[src/rtl/acq_seq_pkg.sv]
package acq_seq_pkg;
    localparam int BYTE_W = 8;
    localparam int N_CAL  = 4;

    localparam logic [BYTE_W-1:0] CMD_ARM    = 8'h02;
    localparam logic [BYTE_W-1:0] CMD_READ   = 8'h03;
    localparam logic [BYTE_W-1:0] CMD_CONFIG = 8'h04;
    localparam logic [BYTE_W-1:0] CMD_POLL   = 8'h99;
    localparam logic [BYTE_W-1:0] CMD_FORCE  = 8'hFE;
    localparam logic [BYTE_W-1:0] CMD_ABORT  = 8'hFF;

    typedef enum logic [4:0] {
        S_INIT, S_IDLE, S_ARMED, S_READY, S_SCROLL,
        S_CH_A, S_CH_B, S_RATE, S_STEP2, S_STEP1,
        S_CTL1, S_CTL2, S_SHIFT, S_EDGE, S_POS1,
        S_POS2, S_TLEV, S_OFF1, S_GAIN1, S_OFF2, S_GAIN2
    } seq_state_e;

    function automatic logic [BYTE_W-1:0] code_of(seq_state_e s);
        unique case (s)
            S_INIT:   code_of = 8'h00;
            S_IDLE:   code_of = 8'h01;
            S_ARMED:  code_of = 8'h21;
            S_READY:  code_of = 8'h03;
            S_SCROLL: code_of = 8'h14;
            S_CH_A:   code_of = 8'h0F;
            S_CH_B:   code_of = 8'h0F;
            S_RATE:   code_of = 8'h05;
            S_STEP2:  code_of = 8'h08;
            S_STEP1:  code_of = 8'h09;
            S_CTL1:   code_of = 8'h06;
            S_CTL2:   code_of = 8'h07;
            S_SHIFT:  code_of = 8'h0A;
            S_EDGE:   code_of = 8'h0B;
            S_POS1:   code_of = 8'h0C;
            S_POS2:   code_of = 8'h0D;
            S_TLEV:   code_of = 8'h0E;
            S_OFF1:   code_of = 8'h10;
            S_GAIN1:  code_of = 8'h11;
            S_OFF2:   code_of = 8'h12;
            S_GAIN2:  code_of = 8'h13;
            default:  code_of = 8'h00;
        endcase
    endfunction
endpackage

[src/rtl/acq_trig_latch.sv]
module acq_trig_latch (
    input  logic clk,
    input  logic rst_n,
    input  logic armed,
    input  logic soft_set,
    input  logic event_in,
    input  logic clear,
    output logic pending
);
    logic pending_q;

    always_ff @(posedge clk) begin
        if (!rst_n)
            pending_q <= 1'b0;
        else if (clear)
            pending_q <= 1'b0;
        else if (armed && (soft_set || event_in))
            pending_q <= 1'b1;
    end

    assign pending = pending_q;

    // entering readout drops any pending trigger
    a_r4_clear_on_ready: assert property (@(posedge clk) disable iff (!rst_n)
        clear |=> !pending_q);
    // a pending trigger only appears while armed
    a_r11_rise_only_armed: assert property (@(posedge clk) disable iff (!rst_n)
        $rose(pending_q) |-> $past(armed));
endmodule

[src/rtl/acq_cal_hold.sv]
module acq_cal_hold #(
    parameter int NUM = 4,
    parameter int W   = 8
) (
    input  logic                clk,
    input  logic                rst_n,
    input  logic [NUM-1:0]      we,
    input  logic [W-1:0]        wdata,
    input  logic                refresh,
    output logic [NUM-1:0][W-1:0] cal_o
);
    logic [NUM-1:0][W-1:0] stored_q;
    logic [NUM-1:0][W-1:0] out_q;

    for (genvar i = 0; i < NUM; i++) begin : g_cal
        always_ff @(posedge clk) begin
            if (!rst_n) begin
                stored_q[i] <= '0;
                out_q[i]    <= '0;
            end else begin
                if (we[i])
                    stored_q[i] <= wdata;
                if (refresh)
                    out_q[i] <= stored_q[i];
            end
        end
    end

    assign cal_o = out_q;

    // outputs frozen outside idle and scroll
    a_r8_cal_frozen: assert property (@(posedge clk) disable iff (!rst_n)
        !refresh |=> $stable(out_q));
endmodule

[src/rtl/acq_cfg_sequencer.sv]
module acq_cfg_sequencer
    import acq_seq_pkg::*;
#(
    parameter int W = BYTE_W
) (
    input  logic         clk,
    input  logic         rst_n,
    input  logic         cmd_valid,
    input  logic [W-1:0] cmd_byte,
    input  logic         trig_event,
    output logic [W-1:0] state_code,
    output logic [W-1:0] cfg_channel,
    output logic [W-1:0] cfg_rate,
    output logic [W-1:0] cfg_step2,
    output logic [W-1:0] cfg_step1,
    output logic [W-1:0] cfg_ctl1,
    output logic [W-1:0] cfg_ctl2,
    output logic [W-1:0] cfg_shift,
    output logic [W-1:0] cfg_edge,
    output logic [W-1:0] cfg_pos1,
    output logic [W-1:0] cfg_pos2,
    output logic [W-1:0] cfg_tlevel,
    output logic [W-1:0] cal_off1,
    output logic [W-1:0] cal_gain1,
    output logic [W-1:0] cal_off2,
    output logic [W-1:0] cal_gain2
);
    seq_state_e state_q, state_d;
    logic       cmd_ok;
    logic       pending;
    logic       enter_ready;
    logic [W-1:0] ch_first_q;
    logic [N_CAL-1:0] cal_we;
    logic [N_CAL-1:0][W-1:0] cal_vec;

    assign cmd_ok = cmd_valid && (cmd_byte != '0);

    // next-state logic
    always_comb begin
        state_d = state_q;
        unique case (state_q)
            S_INIT: state_d = S_IDLE;
            S_IDLE: if (cmd_ok) begin
                if (cmd_byte == CMD_ARM)         state_d = S_ARMED;
                else if (cmd_byte == CMD_READ)   state_d = S_READY;
                else if (cmd_byte == CMD_CONFIG) state_d = S_SCROLL;
            end
            S_ARMED: if (cmd_ok) begin
                if (cmd_byte == CMD_ABORT)                state_d = S_READY;
                else if (cmd_byte == CMD_POLL && pending) state_d = S_READY;
            end
            S_READY:  if (cmd_ok && cmd_byte == CMD_CONFIG) state_d = S_CH_A;
            S_SCROLL: if (cmd_ok && cmd_byte == CMD_ABORT)  state_d = S_CH_A;
            S_CH_A:  if (cmd_ok) state_d = S_CH_B;
            S_CH_B:  if (cmd_ok) state_d = S_RATE;
            S_RATE:  if (cmd_ok) state_d = S_STEP2;
            S_STEP2: if (cmd_ok) state_d = S_STEP1;
            S_STEP1: if (cmd_ok) state_d = S_CTL1;
            S_CTL1:  if (cmd_ok) state_d = S_CTL2;
            S_CTL2:  if (cmd_ok) state_d = S_SHIFT;
            S_SHIFT: if (cmd_ok) state_d = S_EDGE;
            S_EDGE:  if (cmd_ok) state_d = S_POS1;
            S_POS1:  if (cmd_ok) state_d = S_POS2;
            S_POS2:  if (cmd_ok) state_d = S_TLEV;
            S_TLEV:  if (cmd_ok) state_d = S_OFF1;
            S_OFF1:  if (cmd_ok) state_d = S_GAIN1;
            S_GAIN1: if (cmd_ok) state_d = S_OFF2;
            S_OFF2:  if (cmd_ok) state_d = S_GAIN2;
            S_GAIN2: if (cmd_ok) state_d = S_IDLE;
            default: state_d = S_INIT;
        endcase
    end

    // state register
    always_ff @(posedge clk) begin
        if (!rst_n) state_q <= S_INIT;
        else        state_q <= state_d;
    end

    // configuration registers (output process)
    always_ff @(posedge clk) begin
        if (!rst_n) begin
            ch_first_q  <= '0;
            cfg_channel <= '0;
            cfg_rate    <= '0;
            cfg_step2   <= '0;
            cfg_step1   <= '0;
            cfg_ctl1    <= '0;
            cfg_ctl2    <= '0;
            cfg_shift   <= '0;
            cfg_edge    <= '0;
            cfg_pos1    <= '0;
            cfg_pos2    <= '0;
            cfg_tlevel  <= '0;
        end else if (cmd_ok) begin
            unique case (state_q)
                S_CH_A:  ch_first_q <= cmd_byte;
                S_CH_B:  if (cmd_byte == ch_first_q &&
                             (cmd_byte == W'(1) || cmd_byte == W'(2)))
                             cfg_channel <= cmd_byte;
                S_RATE:  cfg_rate   <= cmd_byte;
                S_STEP2: cfg_step2  <= cmd_byte;
                S_STEP1: cfg_step1  <= cmd_byte;
                S_CTL1:  cfg_ctl1   <= cmd_byte;
                S_CTL2:  cfg_ctl2   <= cmd_byte;
                S_SHIFT: cfg_shift  <= cmd_byte;
                S_EDGE:  cfg_edge   <= cmd_byte;
                S_POS1:  cfg_pos1   <= cmd_byte;
                S_POS2:  cfg_pos2   <= cmd_byte;
                S_TLEV:  cfg_tlevel <= cmd_byte;
                default: ;
            endcase
        end
    end

    assign state_code  = code_of(state_q);
    assign enter_ready = (state_q == S_ARMED) && (state_d == S_READY);

    assign cal_we[0] = cmd_ok && (state_q == S_OFF1);
    assign cal_we[1] = cmd_ok && (state_q == S_GAIN1);
    assign cal_we[2] = cmd_ok && (state_q == S_OFF2);
    assign cal_we[3] = cmd_ok && (state_q == S_GAIN2);

    acq_trig_latch u_trig (
        .clk      (clk),
        .rst_n    (rst_n),
        .armed    (state_q == S_ARMED),
        .soft_set (cmd_ok && cmd_byte == CMD_FORCE),
        .event_in (trig_event),
        .clear    (enter_ready),
        .pending  (pending)
    );

    acq_cal_hold #(.NUM(N_CAL), .W(W)) u_cal (
        .clk     (clk),
        .rst_n   (rst_n),
        .we      (cal_we),
        .wdata   (cmd_byte),
        .refresh (state_q == S_IDLE || state_q == S_SCROLL),
        .cal_o   (cal_vec)
    );

    assign cal_off1  = cal_vec[0];
    assign cal_gain1 = cal_vec[1];
    assign cal_off2  = cal_vec[2];
    assign cal_gain2 = cal_vec[3];

    // start-up state lasts one edge
    a_r1_init_exit: assert property (@(posedge clk) disable iff (!rst_n)
        state_q == S_INIT |=> state_q == S_IDLE);
    // zero bytes are never taken
    a_r9_zero_ignored: assert property (@(posedge clk) disable iff (!rst_n)
        (cmd_valid && cmd_byte == '0 && state_q != S_INIT) |=> $stable(state_q));
    // unknown idle byte keeps idle
    a_r10_idle_unknown: assert property (@(posedge clk) disable iff (!rst_n)
        (state_q == S_IDLE && cmd_valid && cmd_byte != CMD_ARM &&
         cmd_byte != CMD_READ && cmd_byte != CMD_CONFIG) |=> state_q == S_IDLE);
    // disagreeing channel bytes keep the channel
    a_r6_mismatch_keeps: assert property (@(posedge clk) disable iff (!rst_n)
        (state_q == S_CH_B && cmd_valid && cmd_byte != ch_first_q) |=> $stable(cfg_channel));
    // a poll without a pending trigger stays armed
    a_r3_poll_no_trig: assert property (@(posedge clk) disable iff (!rst_n)
        (state_q == S_ARMED && cmd_valid && cmd_byte == CMD_POLL && !pending) |=> state_q == S_ARMED);
endmodule

[config.mk]
export PLATFORM = sky130hd
export DESIGN_NAME = acq_cfg_sequencer
export DESIGN_NICKNAME = d
export VERILOG_FILES = /design/src/rtl/acq_seq_pkg.sv /design/src/rtl/acq_trig_latch.sv /design/src/rtl/acq_cal_hold.sv /design/src/rtl/acq_cfg_sequencer.sv
export SDC_FILE = /design/constraint.sdc
export NUM_CORES = 1
export LEC_CHECK = 0
export BUFFER_PORTS_ARGS = -buffer_cell sky130_fd_sc_hd__buf_2
export CAP_MARGIN = 20
export CORE_MARGIN = 2
export CORE_UTILIZATION = 50
export CTS_BUF_LIST = sky130_fd_sc_hd__clkbuf_16
export DETAILED_ROUTE_END_ITERATION = 8
export GPL_TIMING_DRIVEN = 0
export PLACE_DENSITY = 0.84
export SYNTH_ARGS = -nofsm -noshare
export SYNTH_HDL_FRONTEND = slang
export SYNTH_SLANG_ARGS = --single-unit
[constraint.sdc]
create_clock -name clk -period 2.85 [get_ports clk]
set_input_delay 0.285 -clock clk [delete_from_list [all_inputs] [get_ports clk]]
set_output_delay 0.285 -clock clk [all_outputs]
set_load 0.05 [all_outputs]
==> flow_metrics.tcl <==
set metrics [dict create \
    p_leak_nw 3.79 \
    wl_met1_mm 8.22 \
    ys.flop_type "dfxtp_1" \
    skew_ps 15.4 \
    detailedPlacementHpwl_mm 12.7 \
    syn_area_sq_um 7410 \
    coreArea_sq_um 14500 \
    numCtsBuffers 17 \
    cp-end-kind "flop" \
    synth_cell_types 67 \
    antennaDiodeCount 0 \
    grt_max_degree 17 \
    drc 0 \
    hold_buffers 0 \
    hold_viol_final 0 \
    arrival_ps 3040 \
    worstMarginPinSlew_ps 865 \
    synth_top_area_cell "dfxtp_1" \
    ir_drop_mv 0.475 \
    yosysWarnings 0 \
    grt_pass1_vias 5690 \
    max_freq_ghz 0.371 \
    vias 5821 \
    antenna_left 0 \
    nets 930 \
    initial_core_util 0.510 \
    fin_crit_ps 2690 \
    drv_cap 0 \
    status "finished clean" \
    post_drt_via_cell_ratio 5.25 \
    seq_area_frac_synth 0.464 \
    ys_top_cells_by_area "dfxtp_1, mux2i_1, nor2b_1, nand2_1, a21boi_0" \
    die_h_um 126 \
    ys_ff_latch 172 \
    setup_slack_ps 157 \
    final_core_util 0.612 \
    clock_sinks 172 \
    syn-instance-count 765 \
    ios 140 \
    setup_viol 0 \
    p_per_area_nw_per_um2 566 \
    firstDrtPassIters 8 \
    final_common_cell "dfxtp_1" \
    gp_congestion 0.918 \
    drive_above_1_share 0.225 \
    final_cells 1109 \
    die_w_um 126 \
    fillCellCount 1270 \
    finalCritPeriodShare 0.945 \
    cts_tree "built" \
    root_buffer "clkbuf_16" \
    overflow 0 \
    avgSynthCellArea_sq_um 9.69 \
    wl_per_cell_um 16.8 \
    critPathMaxFanout 10 \
    insertion_delay_ps 430 \
    critPathLaunchType "flop" \
    wl_met2_mm 8.67 \
    place_inst 1081 \
    synth_top_area_frac 0.464 \
    clk_path_buf_depth 2 \
    antenna_found_initial 0 \
    crit_required_ps 3190 \
    grt_usage 0.235 \
    final_cell_mix "dfxtp_1, buf_2, nor2b_1, mux2i_1, nand2_1" \
    grt_pass1_wl_mm 29.5 \
    slew_violations 0 \
    relSlewSlack 0.420 \
    synth_edf_count 0 \
    dp_slack_ps -391 \
    syn2layout_area_growth_pct 20.1 \
    drt_iter0_markers 400 \
    port_buffers 130 \
    wl_mm 18.6 \
    num_rows 44 \
    maxUsedRoutingLayer "met4" \
    die-area_sq_um 15800 \
    path_class "reg -> reg" \
    clk_pin_slew_ps 60 \
    cts_max_level 4 \
    worstHoldPathType "in -> reg" \
    route.met3.wl_mm 1.39 \
    synth-async-reset-ratio 0 \
    finalSetupTns_ps 0 \
]
==> synthesized netlist by cell type (2+ instances only) <==
library cell / count
a31oi_1: 4
buf_6: 4
o211ai_1: 2
o21a_1: 2
and4_1: 2
nor2_1: 25
inv_1: 7
or4_1: 3
o21ai_0: 5
nand3_2: 2
buf_1: 2
xnor2_1: 6
nand2_1: 76
nor2b_1: 126
dfxtp_1: 172
xor2_1: 5
and3_1: 9
a21oi_1: 17
buf_4: 3
nand3b_1: 2
mux2i_1: 117
nor3_2: 5
a21boi_0: 32
nor4_1: 4
nand2b_1: 5
ha_1: 5
buf_2: 3
nor3_1: 7
or2_2: 2
o22ai_1: 3
nand3_1: 7
nand4_1: 5
a211o_1: 2
clkbuf_1: 53
o31ai_1: 3
or3_1: 3
and2_1: 5
==> worst max-delay path, cell delays in order (launching register included) <==
cell and delay (ps):
dfxtp_1 390, buf_2 230, or3b_2 450, a21oi_1 220, o21ai_0 130, o41ai_1 110, o31ai_2 110, o21ai_2 110
nand2_1 110, ha_1 340, mux2i_1 160, nor2_1 70, a221oi_2 170
==> power by group <==
part	internal [mW]	switching [mW]
sequential	2.42	0.0128
clock	1.20	0.972
combinational	0.138	0.301
==> kinds of logic after synthesis <==
family	Yosys count	synth area share
AND/OR/NAND/NOR	300	0.227
flip-flops	172	0.464
multiplexers	117	0.158
AO/OA/AOI/OAI	85	0.0847
buffers and inverters	74	0.0435
XOR/XNOR	11	0.0130
adder cells (fa/ha/maj)	5	0.00844
other	1	0.000506
==> flip-flops by register name, summed over array words and instances (netlist names), 5 cells and up <==
name	count
state_q	5
cfg_tlevel	8
ch_first_q	8
cfg_ctl2	8
cfg_step1	8
cfg_step2	8
cfg_channel	8
cfg_rate	8
cfg_edge	8
cfg_shift	8
u_cal.cal_o	32
u_cal.stored_q	32
cfg_pos1	8
cfg_pos2	8
state_code	6
cfg_ctl1	8
==> per-stage QoR <==
stage          hold slack [ps]  area, sq um  total power [mW]
2_1_floorplan              441         7420              2.79
3_3_place_gp               449         8300              2.90
3_5_place_dp               454         8310              2.90
4_1_cts                    175         8860              5.06
5_1_grt                    188         8900              5.21
6_report                   195         8900              5.04
==> cell type report <==
type,count,area (sq um),share of cell area
buffer,61,288,0.0323
clock buffer,17,425,0.0478
clock inverter,14,121,0.0136
inverter,9,33.8,0.00380
multi-input combinational,520,3690,0.415
sequential,172,3440,0.387
tap,184,230,0.0259
timing repair buffer,132,666,0.0748
==> metal layers <==
| metal | global-route usage | vias to the layer above |
|---|---|---|
| met4 | 0.0763 | 0 |
| met1 | 0.295 | 2715 |
| met5 | 0 | - |
| li1 | - | 2876 |
| met3 | 0.0841 | 35 |
| met2 | 0.377 | 195 |
==> final timing paths <==
kind / start / to / slack (ps) / cells after the start
hold reg to reg: u_cal.cal_o[1]$_SDFFE_PN0P_ / u_cal.cal_o[1]$_SDFFE_PN0P_ / 460 / 2
hold / removal: cmd_byte[3] / ch_first_q[3]$_SDFFE_PN0P_ / 200 / 3
setup reg to reg: state_q[3]$_SDFF_PN0_ / state_code[1]$_DFF_P_ / 160 / 12
setup / recovery: state_q[3]$_SDFF_PN0_ / state_code[1]$_DFF_P_ / 160 / 12
==> what timing repair did <==
action / 4_1_cts / 5_1_grt
endpoints found under the setup margin: 6 / 6
pin swaps: 0 / 1
gates resized for setup: 8 / 16
buffers inserted: 0 / 1
endpoints found under the hold margin: 0 / 0
Note: power is estimated with default switching activity, not from simulation.
